File: src/rtl/chsel_pkg.sv
package chsel_pkg;
  localparam int REG_W   = 8;
  localparam int IRQ_LSB = 4;

  typedef enum logic [2:0] {
    ST_IDLE    = 3'd0,
    ST_ADDR    = 3'd1,
    ST_ADDR_AK = 3'd2,
    ST_WR_DATA = 3'd3,
    ST_WR_AK   = 3'd4,
    ST_RD_DATA = 3'd5,
    ST_RD_AK   = 3'd6,
    ST_IGNORE  = 3'd7
  } bus_state_e;
endpackage

File: src/rtl/chsel_line_sync.sv
module chsel_line_sync #(
  parameter int          WIDTH   = 2,
  parameter int          STAGES  = 2,
  parameter logic [31:0] RST_VAL = '1
) (
  input  logic             clk,
  input  logic             rst_n,
  input  logic [WIDTH-1:0] d_async,
  output logic [WIDTH-1:0] q_sync
);
  for (genvar b = 0; b < WIDTH; b++) begin : g_bit
    logic [STAGES-1:0] chain_q;
    logic [STAGES-1:0] chain_d;

    always_comb begin
      chain_d = {chain_q[STAGES-2:0], d_async[b]};
    end

    always_ff @(posedge clk or negedge rst_n) begin
      if (!rst_n) begin
        chain_q <= {STAGES{RST_VAL[b]}};
      end else begin
        chain_q <= chain_d;
      end
    end

    assign q_sync[b] = chain_q[STAGES-1];
  end
endmodule

File: src/rtl/chsel_bus_engine.sv
module chsel_bus_engine
  import chsel_pkg::*;
#(
  parameter int BYTE_W = REG_W
) (
  input  logic              clk,
  input  logic              rst_n,
  input  logic              scl_s,
  input  logic              sda_s,
  input  logic [BYTE_W-2:0] dev_addr,
  input  logic [BYTE_W-1:0] rd_byte,
  output logic [BYTE_W-1:0] wr_byte,
  output logic              wr_stb,
  output logic              stop_det,
  output logic              bus_evt,
  output logic              sda_oe
);
  localparam int CNT_W = $clog2(BYTE_W + 1);
  localparam logic [CNT_W-1:0] CNT_FULL = CNT_W'(BYTE_W);
  localparam logic [CNT_W-1:0] CNT_LAST = CNT_W'(BYTE_W - 1);

  bus_state_e        st_q, st_d;
  logic [CNT_W-1:0]  cnt_q, cnt_d;
  logic [BYTE_W-1:0] sh_q, sh_d;
  logic              rw_q, rw_d;
  logic              nack_q, nack_d;
  logic              scl_p_q, sda_p_q;

  logic scl_rise, scl_fall, start_det;

  // Edge and condition detection on the synchronised lines
  always_comb begin
    scl_rise  = scl_s & ~scl_p_q;
    scl_fall  = ~scl_s & scl_p_q;
    start_det = scl_s & scl_p_q & sda_p_q & ~sda_s;
    stop_det  = scl_s & scl_p_q & ~sda_p_q & sda_s;
    bus_evt   = scl_fall | start_det | stop_det;
  end

  always_ff @(posedge clk or negedge rst_n) begin
    if (!rst_n) begin
      scl_p_q <= 1'b1;
      sda_p_q <= 1'b1;
    end else begin
      scl_p_q <= scl_s;
      sda_p_q <= sda_s;
    end
  end

  // Next-state logic
  always_comb begin
    st_d   = st_q;
    cnt_d  = cnt_q;
    sh_d   = sh_q;
    rw_d   = rw_q;
    nack_d = nack_q;
    wr_stb = 1'b0;
    if (start_det) begin
      st_d  = ST_ADDR;
      cnt_d = '0;
    end else if (stop_det) begin
      st_d = ST_IDLE;
    end else begin
      unique case (st_q)
        ST_ADDR, ST_WR_DATA: begin
          if (scl_rise) begin
            sh_d  = {sh_q[BYTE_W-2:0], sda_s};
            cnt_d = cnt_q + 1'b1;
          end else if (scl_fall && cnt_q == CNT_FULL) begin
            if (st_q == ST_WR_DATA) begin
              st_d   = ST_WR_AK;
              wr_stb = 1'b1;
            end else if (sh_q[BYTE_W-1:1] == dev_addr) begin
              st_d = ST_ADDR_AK;
              rw_d = sh_q[0];
            end else begin
              st_d = ST_IGNORE;
            end
          end
        end
        ST_ADDR_AK: begin
          if (scl_fall) begin
            cnt_d = '0;
            if (rw_q) begin
              st_d = ST_RD_DATA;
              sh_d = rd_byte;
            end else begin
              st_d = ST_WR_DATA;
            end
          end
        end
        ST_WR_AK: begin
          if (scl_fall) begin
            st_d  = ST_WR_DATA;
            cnt_d = '0;
          end
        end
        ST_RD_DATA: begin
          if (scl_fall) begin
            if (cnt_q == CNT_LAST) begin
              st_d = ST_RD_AK;
            end else begin
              sh_d  = {sh_q[BYTE_W-2:0], 1'b0};
              cnt_d = cnt_q + 1'b1;
            end
          end
        end
        ST_RD_AK: begin
          if (scl_rise) begin
            nack_d = sda_s;
          end else if (scl_fall) begin
            if (nack_q) begin
              st_d = ST_IGNORE;
            end else begin
              st_d  = ST_RD_DATA;
              sh_d  = rd_byte;
              cnt_d = '0;
            end
          end
        end
        default: ;
      endcase
    end
  end

  // State registers
  always_ff @(posedge clk or negedge rst_n) begin
    if (!rst_n) begin
      st_q   <= ST_IDLE;
      cnt_q  <= '0;
      sh_q   <= '0;
      rw_q   <= 1'b0;
      nack_q <= 1'b1;
    end else begin
      st_q   <= st_d;
      cnt_q  <= cnt_d;
      sh_q   <= sh_d;
      rw_q   <= rw_d;
      nack_q <= nack_d;
    end
  end

  always_comb begin
    unique case (st_q)
      ST_ADDR_AK, ST_WR_AK: sda_oe = 1'b1;
      ST_RD_DATA:           sda_oe = ~sh_q[BYTE_W-1];
      default:              sda_oe = 1'b0;
    endcase
  end

  assign wr_byte = sh_q;
endmodule

File: src/rtl/chsel_ctrl_reg.sv
module chsel_ctrl_reg
  import chsel_pkg::*;
#(
  parameter int NUM_CH = 2
) (
  input  logic              clk,
  input  logic              rst_n,
  input  logic              wr_stb,
  input  logic [REG_W-1:0]  wr_byte,
  input  logic              stop_det,
  input  logic [NUM_CH-1:0] irq_act,
  output logic [NUM_CH-1:0] ch_en,
  output logic [REG_W-1:0]  rd_byte,
  output logic              irq_pull
);
  logic [NUM_CH-1:0] en_q, en_d, pend_q, pend_d;
  logic              vld_q, vld_d, upd;
  logic              unused_bits;

  assign unused_bits = ^wr_byte[REG_W-1:NUM_CH];

  // Hold written byte until STOP, then commit
  always_comb begin
    en_d   = en_q;
    pend_d = pend_q;
    vld_d  = vld_q;
    if (wr_stb) begin
      pend_d = wr_byte[NUM_CH-1:0];
      vld_d  = 1'b1;
    end else if (stop_det && vld_q) begin
      en_d  = pend_q;
      vld_d = 1'b0;
    end
    upd = wr_stb | stop_det;
  end

  always_ff @(posedge clk or negedge rst_n) begin
    if (!rst_n) begin
      en_q   <= '0;
      pend_q <= '0;
      vld_q  <= 1'b0;
    end else if (upd) begin
      en_q   <= en_d;
      pend_q <= pend_d;
      vld_q  <= vld_d;
    end
  end

  // Readback byte: enables low, interrupt flags from IRQ_LSB, rest zero
  for (genvar i = 0; i < REG_W; i++) begin : g_rd
    if (i < NUM_CH) begin : g_en
      assign rd_byte[i] = en_q[i];
    end else if (i >= IRQ_LSB && i < IRQ_LSB + NUM_CH) begin : g_irq
      assign rd_byte[i] = irq_act[i-IRQ_LSB];
    end else begin : g_zero
      assign rd_byte[i] = 1'b0;
    end
  end

  assign ch_en    = en_q;
  assign irq_pull = |irq_act;
endmodule

File: src/rtl/i2c_chan_sel.sv
module i2c_chan_sel
  import chsel_pkg::*;
#(
  parameter int          NUM_CH      = 2,
  parameter logic [4:0]  ADDR_HI     = 5'b11100,
  parameter int          SYNC_STAGES = 2,
  parameter int          RST_STAGES  = 2
) (
  input  logic              clk,
  input  logic              rst_n,
  input  logic              scl_in,
  input  logic              sda_in,
  input  logic [1:0]        addr_pin,
  input  logic [NUM_CH-1:0] irq_in_n,
  output logic              sda_pull,
  output logic [NUM_CH-1:0] chan_en,
  output logic              irq_pull
);
  logic [RST_STAGES-1:0] rst_chain_q;
  logic                  rst_s;
  logic                  scl_s, sda_s;
  logic [NUM_CH-1:0]     irq_n_s;
  logic [REG_W-1:0]      rd_byte, wr_byte;
  logic                  wr_stb, stop_det, bus_evt;

  // Reset: asserted asynchronously, released on the clock
  always_ff @(posedge clk or negedge rst_n) begin
    if (!rst_n) begin
      rst_chain_q <= '0;
    end else begin
      rst_chain_q <= {rst_chain_q[RST_STAGES-2:0], 1'b1};
    end
  end
  assign rst_s = rst_chain_q[RST_STAGES-1];

  chsel_line_sync #(
    .WIDTH(2), .STAGES(SYNC_STAGES), .RST_VAL(32'h3)
  ) u_bus_sync (
    .clk(clk), .rst_n(rst_s),
    .d_async({scl_in, sda_in}), .q_sync({scl_s, sda_s})
  );

  chsel_line_sync #(
    .WIDTH(NUM_CH), .STAGES(SYNC_STAGES), .RST_VAL('1)
  ) u_irq_sync (
    .clk(clk), .rst_n(rst_s),
    .d_async(irq_in_n), .q_sync(irq_n_s)
  );

  chsel_bus_engine #(.BYTE_W(REG_W)) u_engine (
    .clk(clk), .rst_n(rst_s),
    .scl_s(scl_s), .sda_s(sda_s),
    .dev_addr({ADDR_HI, addr_pin}),
    .rd_byte(rd_byte), .wr_byte(wr_byte), .wr_stb(wr_stb),
    .stop_det(stop_det), .bus_evt(bus_evt), .sda_oe(sda_pull)
  );

  chsel_ctrl_reg #(.NUM_CH(NUM_CH)) u_ctrl (
    .clk(clk), .rst_n(rst_s),
    .wr_stb(wr_stb), .wr_byte(wr_byte), .stop_det(stop_det),
    .irq_act(~irq_n_s),
    .ch_en(chan_en), .rd_byte(rd_byte), .irq_pull(irq_pull)
  );
endmodule

File: config.mk
export PLATFORM = sky130hd
export DESIGN_NAME = i2c_chan_sel
export DESIGN_NICKNAME = d
export VERILOG_FILES = /design/src/rtl/chsel_pkg.sv /design/src/rtl/chsel_line_sync.sv /design/src/rtl/chsel_bus_engine.sv /design/src/rtl/chsel_ctrl_reg.sv /design/src/rtl/i2c_chan_sel.sv
export SDC_FILE = /design/constraint.sdc
export NUM_CORES = 1
export LEC_CHECK = 0
export BUFFER_PORTS_ARGS = -buffer_cell sky130_fd_sc_hd__buf_2
export CAP_MARGIN = 10
export CORE_MARGIN = 8
export CORE_UTILIZATION = 35
export DETAILED_ROUTE_END_ITERATION = 8
export PLACE_DENSITY = 0.57
export SETUP_SLACK_MARGIN = 0.5
export SLEW_MARGIN = 20
export SYNTH_ARGS = -nofsm -noshare
export SYNTH_HDL_FRONTEND = slang
export SYNTH_HIERARCHICAL = 1
export SYNTH_SLANG_ARGS = --single-unit
File: constraint.sdc
create_clock -name clk -period 1.8 [get_ports clk]
set_clock_uncertainty 0.15 [all_clocks]
set_input_delay 0.36 -clock clk [delete_from_list [all_inputs] [get_ports clk]]
set_output_delay 0.36 -clock clk [all_outputs]
set_load 0.05 [all_outputs]
* Word-level counts from Yosys, hierarchy flattened *
Cells that the tools add are included.

cells by class
  add/subtract/negate cells = 1
  multipliers = 0
  divide/modulo/power cells = 0
  $lt $le $gt $ge = 0
  equality and inequality tests = 33
  shift operators = 0
  mux-type cells = 43
  bitwise gates (word level) = 19
  reductions and logical operators = 17

operators with widths
  kind                                           number
  two-way mux 8 bit                              8
  two-way mux 3 bit                              13
  two-way mux 4 bit                              9
  one-hot mux 8 bit (4 select lines)             1
  != test 4 x 1 -> 1 bit, second input constant  6
  AND reduction 9 bit                            2
  one-hot mux 4 bit (4 select lines)             1
  one-hot mux 3 bit (5 select lines)             1
  != test 3 x 1 -> 1 bit, second input constant  4
  AND reduction 11 bit                           1
  != test 2 x 1 -> 1 bit, second input constant  5
  inverter 1 bit                                 10
  == test 3 bit, second input constant           3
  two-way mux 1 bit                              8
  != test 2 bit, second input constant           4
  != test 4 x 3 -> 1 bit, second input constant  2
  bitwise AND 1 bit                              7
  == test 7 bit                                  1
  AND reduction 7 bit                            1
  nonzero test 7 bit                             1
  == test 3 x 2 -> 1 bit, second input constant  2
  != test 3 bit, second input constant           2
  OR reduction 2 bit                             3
  nonzero test 5 bit                             1
  other kinds (15)                               17

storage, ports and cells
  register bits after elaboration = 34
  bits in latches = 0
  bits in writable memories = 0
  memory bits (read-only) = 0
  memories = 0

* Depth between registers and ports, before layout *
Gate-level depths: netlist of the first run.

  depth in word-level cells = 10
  mapped depth = 7
  mapped depth without buffers = 7

* Hierarchy *
Netlist of the first run, hierarchy kept.

modules (own cells, without submodules)
  module            instances  cells each  area each (um2)
  chsel_bus_engine  1          133         1311.3
  chsel_ctrl_reg    1          22          280.3
  chsel_line_sync   2          6           120.1
  i2c_chan_sel      1          6           65.1

* Least setup slack after synthesis of the first run *
OpenSTA, ideal clock, no wires.

  path kind = reg2reg
  start = register u_bus_sync.g_bit[1].chain_q[1]
  end = register u_engine.sh_q[1], in the netlist u_engine/wr_byte[1]
  library setup time = 0.125 ns
  arrival time = 1.531 ns
  path slack = -0.006 ns
  cell stages (with the launch flop) = 7
  period minus slack after synthesis = 1.806 ns
  cells stage by stage = dfstp_2 -> buf_4 -> nor2b_1 -> o221a_2 -> o21ai_2 -> nor2_4 -> mux2_2

on the way
  longest elaborated chain between the ends = 5
  elaborated cells on any way between the ends = 16
  those cells by class = eq/ne: 5; bitwise: 10; reduce/logical: 1

RTL lines
  item                                                line                                            source
  start: declaration                                  chsel_line_sync.sv:12                           logic [STAGES-1:0] chain_q;
  start signal: assignment                            chsel_line_sync.sv:21                           chain_q <= {STAGES{RST_VAL[b]}};
  start signal: assignment                            chsel_line_sync.sv:23                           chain_q <= chain_d;
  bitwise AND 1 bit                                   chsel_bus_engine.sv:35, chsel_bus_engine.sv:36
  bitwise AND 1 bit (on tied branches) (2 in series)  chsel_bus_engine.sv:36, chsel_bus_engine.sv:35
  inverter 1 bit (no line)                            --
  AND reduction 11 bit (no line) (*)                  --
  end signal: assignment                              chsel_bus_engine.sv:131                         sh_q <= '0;
  end signal: assignment                              chsel_bus_engine.sv:137                         sh_q <= sh_d;
  end: declaration                                    chsel_bus_engine.sv:24                          logic [BYTE_W-1:0] sh_q, sh_d;

Mark *: on every way between the ends. The rest lies on a longest branch, timed or not.
A chain may end at the register's enable or synchronous reset.

* Final worst setup path of the first run *
  start = register u_engine.scl_p_q
  end = register u_engine.sh_q[4], in the netlist u_engine/wr_byte[4]

on the way
  longest elaborated chain between the ends = 5
  elaborated cells on any way between the ends = 16
  those cells by class = eq/ne: 5; bitwise: 10; reduce/logical: 1

RTL lines
  item                                                line                                            source
  start: declaration                                  chsel_bus_engine.sv:27                          logic scl_p_q, sda_p_q;
  start signal: assignment                            chsel_bus_engine.sv:45                          scl_p_q <= scl_s;
  bitwise AND 1 bit                                   chsel_bus_engine.sv:35, chsel_bus_engine.sv:36
  bitwise AND 1 bit (on tied branches) (2 in series)  chsel_bus_engine.sv:36, chsel_bus_engine.sv:35
  inverter 1 bit (no line)                            --
  AND reduction 11 bit (no line) (*)                  --

Marked as above.

==> summary.txt, run 1 <==
Route
  – Avg Vias per Cell: 5.00
  – DR pass1 iterations: 4
  – ANT nets after route: 0
  – Routed length per instance: 15.7 µm
  – Drt total wl: 4900 µm
  – Via count: 1560
  – # DRC: 0
  – Initial DRC Count: 112

Worst setup path
  – Worst Setup Start Kind: register
  – Crit Path Class: register to register
  – Crit path max-delay family: flip-flops
  – Slowest CP cell: dfstp_2
  – WP data arrival: 1920 ps
  – Worst stage delay on the critical path: 600 ps
  – Buf/Inv on CP: 2
  – Crit-path max FO: 7
  – Critical Path, Cell by Cell: buf_6 > nor2b_4 > o221a_4 > o21ai_4 > nor2_4 > buf_12 > mux2_4
  – Critical Path RT: 1820 ps
  – Kind of end point of the critical path: register

Die
  – Starting Density: 36.6%
  – DIE WIDTH: 89.5 µm
  – Die Area: 8020 µm²
  – Core area: 5170 µm²
  – Die Ht: 89.5 µm
  – # rows: 26
  – I/O pin count: 12

Place
  – GPL Wtd Cong: 0.950
  – I/O Buffers: 11
  – Place WS: -125 ps
  – Post-DP HPWL: 2970 µm

CTS
  – CTS tree: done
  – H-Tree Depth: 2
  – Clock tree buffer depth: 2
  – CTS Buf Count: 5
  – CTS Root Cell: clkbuf_8
  – Clock-pin slew on the worst setup and hold paths: 70 ps
  – Clock sink count: 34
  – Worst-skew pair later-pin latency: 290 ps

Final layout
  – Antenna cells: 0
  – Layout Utilization: 55.8%
  – Most common cell after layout, fill and taps aside: buf_4
  – Layout cells sized above 1: 64.9%
  – Final net count: 251
  – P&R area growth vs syn: 52.5%
  – Commonest non-fill, non-tap cells in the layout: 39 x buf_4, 22 x dfrtp_1, 16 x buf_6, 11 x dfstp_2, 11 x mux2_4

Logic synthesis
  – Mapped cell area: 1890 µm²
  – Synth Area per Inst: 11.0 µm²
  – Syn. warnings: 6
  – Synth Instances: 172

STA
  – Pins over their slew limit: 0
  – Tmin final: 1910 ps
  – Final Hold Vio Count: 0
  – Max frequency: 525 MHz
  – RSZ-0062 raised after global routing: true
  – Final Setup Violations: 17
  – Slack of the critical path: -106 ps
  – Crit share post-route: 106%

GRT
  – Initial antenna violation count: 0
  – Vias in the first global route: 1576
  – Pin count of the biggest net entering global routing: 32
  – Grt ovf: 0
  – First-pass GRT wire length: 7610 µm
  – Tot GR Track Use: 12.3%

Power and ir drop
  – Sequential fraction of design power: 27.5%
  – Int Pwr: 2.66 mW
  – Switch share: 37.8%
  – LEAKAGE: 1.33 nW
  – Sw power: 1.62 mW
  – Clock Power Share: 12.9%
  – VDD IR max: 0.684 mV
  – Logic pwr share: 59.6%
  – Power Dens Cells: 1480 nW/µm²

Outcome
  – Status: finished, violations left
  – Failing checks: negative setup slack

Flow run
  – Max_cap viols: 0

Min path
  – Worst hold path type: input pin to register
[sequential cells by signal, summed over array words and instances, names as in the netlist]
name and count:
u_engine/nack_q 1, u_engine/sda_p_q 1, u_ctrl/ch_en 2, u_ctrl/vld_q 1, u_engine/wr_byte 8, u_engine/rw_q 1, u_engine/st_q 3, u_engine/scl_p_q 1
u_engine/cnt_q 4, u_ctrl/pend_q 2, u_irq_sync/g_bit.chain_q 4, rst_chain_q 2, u_bus_sync/g_bit.chain_q 4
[power groups by stage]
stage               logic, mW  clock network (mW)  registers (mW)
floorplan                1.16                   0            1.14
global placement         1.59                   0            1.16
detailed placement       1.65                   0            1.18
CTS                      2.07               0.576            1.16
global route             2.71               0.612            1.19
finish                   2.55               0.553            1.17
[area by class of cell]
| cell class | instances | area [µm²] |
|---|---|---|
| repair buffers | 71 | 633 |
| clock inverters | 2 | 15.0 |
| inverters | 9 | 46.3 |
| clock buffers | 6 | 72.6 |
| fillers | 412 | 2280 |
| multi-input cells | 120 | 1170 |
| flip-flops and latches | 34 | 866 |
| well taps | 70 | 87.6 |
[worst paths after layout]
check / start / end / slack (ps) / cells past startpoint
setup reg to reg: u_engine/scl_p_q / u_engine/wr_byte[4] / -110 / 7
hold / removal: sda_in / u_bus_sync/g_bit[0].chain_q[0] / 20 / 1
setup / recovery: u_engine/scl_p_q / u_engine/wr_byte[4] / -110 / 7
max in group asynchronous: rst_chain_q[1] / u_bus_sync/g_bit[1].chain_q[1] / 1030 / 1
min in group asynchronous: rst_chain_q[1] / u_bus_sync/g_bit[1].chain_q[0] / 40 / 0
hold reg to reg: rst_chain_q[1] / u_bus_sync/g_bit[1].chain_q[0] / 40 / 0
[metal layers]
layer / track usage, % / vias up / part of all wire (%) / wire, µm
met5: 0 / - / 0 / 0
met4: 5.74 / 0 / 2.3 / 114
met3: 3.49 / 12 / 3.2 / 157
met2: 20.0 / 35 / 51 / 2480
met1: 14.5 / 789 / 44 / 2140
li1: - / 724 / - / -
[stage by stage]
stage	hold WS, ps	cell area (µm²)	power (mW)	instances	setup TNS [ps]
2_1_floorplan	-85.6	2010	2.30	179	0
3_3_place_gp	-4.43	2260	2.75	274	-634
3_5_place_dp	-0.980	2260	2.83	274	-1010
4_1_cts	0.754	2630	3.81	296	-776
5_1_grt	12.0	2890	4.51	312	-1890
6_report	23.3	2890	4.27	312	-1060
[what timing repair did]
action	in CTS	in global routing
setup buffers	13	14
endpoints found under the hold margin	2	2
setup endpoints to repair	26	26
gates resized for setup	48	30
pin swaps	13	12
hold buffers	1	2
Note: power is estimated with default switching activity, not from simulation.
==> run 2: changes to the inputs <==
Settings changed: SKIP_CTS_REPAIR_TIMING set to 1.
==> run 2 against run 1 <==
  * Wire length fell by 13%
  * Via count down 6.3%
  * Die area unchanged
  * Sequential cell count unchanged
  * Hold slack better by 2.6 ps
  * Critical endpoint unchanged
  * Sequential share of layout area up 3.1 points
  * Clock power is 0.7% lower
  * Highest routed layer unchanged
  * Global-route usage fell by 1.2 points
  * The flow still finishes with violations (negative setup slack)
  * Worst setup slack lost 48 ps
==> summary.txt, run 2 (synthesized netlist as in run 1, its figures left out) <==
Route
  – Initial DRC Count: 123 (was 112)
  – Met2 WL: 2160 µm (was 2480 µm)
  – Routed length per instance: 14.7 µm (was 15.7 µm)
  – Via count: 1462 (was 1560)
  – # DRC: 0 (unchanged)
  – Met3 Wirelength: 165 µm (was 157 µm)
  – Avg Vias per Cell: 5.01 (was 5.00)
  – Met1 wire length: 1890 µm (was 2140 µm)
  – DR pass1 iterations: 4 (unchanged)
  – Top Metal Used: met4 (unchanged)
  – Drt total wl: 4280 µm (was 4900 µm)
  – ANT nets after route: 0 (unchanged)

Worst setup path
  – Termination of the worst setup path: u_engine/wr_byte[4] (unchanged)
  – Kind of end point of the critical path: register (unchanged)
  – CP Launch Point: u_engine/cnt_q[1] (was u_engine/scl_p_q)
  – Worst reg-to-reg path cell count: 7 (unchanged)
  – FF-to-FF End: u_engine/wr_byte[4] (unchanged)
  – Crit-path max FO: 7 (unchanged)
  – WP data arrival: 1970 ps (was 1920 ps)
  – Worst Setup Start Kind: register (unchanged)
  – Worst reg2reg setup slack: -150 ps (was -110 ps)
  – Crit Path Class: register to register (unchanged)
  – Critical Path RT: 1820 ps (about the same)
  – Worst r2r src: u_engine/cnt_q[1] (was u_engine/scl_p_q)

STA
  – RSZ-0062 raised after global routing: true (unchanged)
  – Tmin final: 1950 ps (was 1910 ps)
  – Max frequency: 512 MHz (was 525 MHz)
  – Crit share post-route: 109% (was 106%)
  – Pins over their slew limit: 0 (unchanged)
  – Slack of the critical path: -154 ps (was -106 ps)
  – Final Hold Vio Count: 0 (unchanged)
  – Final Setup Violations: 15 (was 17)

Power and ir drop
  – LEAKAGE: 1.19 nW (was 1.33 nW)
  – Power Dens Cells: 1450 nW/µm² (was 1480 nW/µm²)
  – VDD IR max: 0.795 mV (was 0.684 mV)

CTS
  – CTS Root Cell: clkbuf_8 (unchanged)
  – H-Tree Depth: 2 (unchanged)
  – CTS Buf Count: 5 (unchanged)
  – Clock sink count: 34 (unchanged)
  – Worst-skew pair later-pin latency: 290 ps (about the same)
  – CTS tree: done (unchanged)
  – Clock-pin slew on the worst setup and hold paths: 70 ps (about the same)
  – Clock tree buffer depth: 2 (unchanged)

GRT
  – Vias in the first global route: 1485 (was 1576)
  – Grt ovf: 0 (unchanged)
  – First-pass GRT wire length: 6830 µm (was 7610 µm)
  – Pin count of the biggest net entering global routing: 32 (unchanged)
  – Tot GR Track Use: 11.1% (was 12.3%)
  – Initial antenna violation count: 0 (unchanged)

Place
  – Place WS: -125 ps (unchanged)
  – Post-DP HPWL: 2970 µm (unchanged)
  – GPL Wtd Cong: 0.950 (unchanged)
  – I/O Buffers: 11 (unchanged)

Final layout
  – Final net count: 231 (was 251)
  – Commonest non-fill, non-tap cells in the layout: 30 x buf_4, 22 x dfrtp_1, 13 x mux2_4, 11 x dfstp_2, 10 x conb_1 (was 39 x buf_4, 22 x dfrtp_1, 16 x buf_6, 11 x dfstp_2, 11 x mux2_4)
  – Most common cell after layout, fill and taps aside: buf_4 (unchanged)
  – Max FFs per register: 8 (unchanged)
  – P&R area growth vs syn: 38.3% (was 52.5%)
  – Layout cells sized above 1: 56.8% (was 64.9%)
  – Layout Utilization: 50.6% (was 55.8%)
  – Antenna cells: 0 (unchanged)

Die
  – Core area: 5170 µm² (unchanged)
  – Die Ht: 89.5 µm (unchanged)
  – I/O pin count: 12 (unchanged)
  – # rows: 26 (unchanged)
  – Die Area: 8020 µm² (unchanged)
  – DIE WIDTH: 89.5 µm (unchanged)
  – Starting Density: 36.6% (unchanged)

Min path
  – Worst hold path type: input pin to register (unchanged)

Outcome
  – Failing checks: negative setup slack (unchanged)
  – Status: finished, violations left (unchanged)

Flow run
  – Max_cap viols: 0 (unchanged)
run 2: how the worst min path moves through the flow:
stage	startpoint	slack, ps	cells after the start	end
after global routing	scl_in	10	1	u_bus_sync/g_bit[1].chain_q[0]
final	sda_in	30	1	u_bus_sync/g_bit[0].chain_q[0]
after global placement	rst_n	-4	1	rst_chain_q[0]
after floorplan	rst_n	-90	0	rst_chain_q[0]
after CTS	rst_n	-310	1	rst_chain_q[0]
after detailed placement	rst_n	-1	1	rst_chain_q[0]
run 2: cell type report:
class	count	area [µm²]
well taps	70	87.6
multi-input cells	120	1090
repair buffers	51	444
flip-flops and latches	34	866
fillers	445	2550
clock inverters	2	15.0
clock buffers	6	72.6
inverters	9	41.3
run 2: power by group:
part	total [mW]	switching [mW]	internal, mW
clock	0.549	0.277	0.272
combinational	2.07	0.962	1.11
sequential	1.18	0.206	0.972
run 2: through the flow:
stage                     instances  hold slack, ps  TNS (ps)  cell area [µm²]  power, mW
after detailed placement        274          -0.980     -1010             2260       2.83
final                           292            26.0     -1530             2620       3.80
after CTS                       282            -309     -1400             2340       3.40
after global placement          274           -4.43      -634             2260       2.75
after floorplan                 179           -85.6         0             2010       2.30
after global routing            292            11.4     -2260             2620       4.03
run 2: per-layer routing:
layer  vias to the layer above  global-route usage, %
li1                        684                      -
met1                       736                   12.8
met2                        36                   18.4
met3                         6                   3.03
met4                         0                   5.44
met5                         -                      0
run 2: critical path, cell delays in order (launching register included):
cell,delay (ps)
dfrtp_1,430
ha_2,220
nand4bb_1,130
o221a_2,270
o21ai_4,90
nor2_4,120
buf_12,140
mux2_4,290
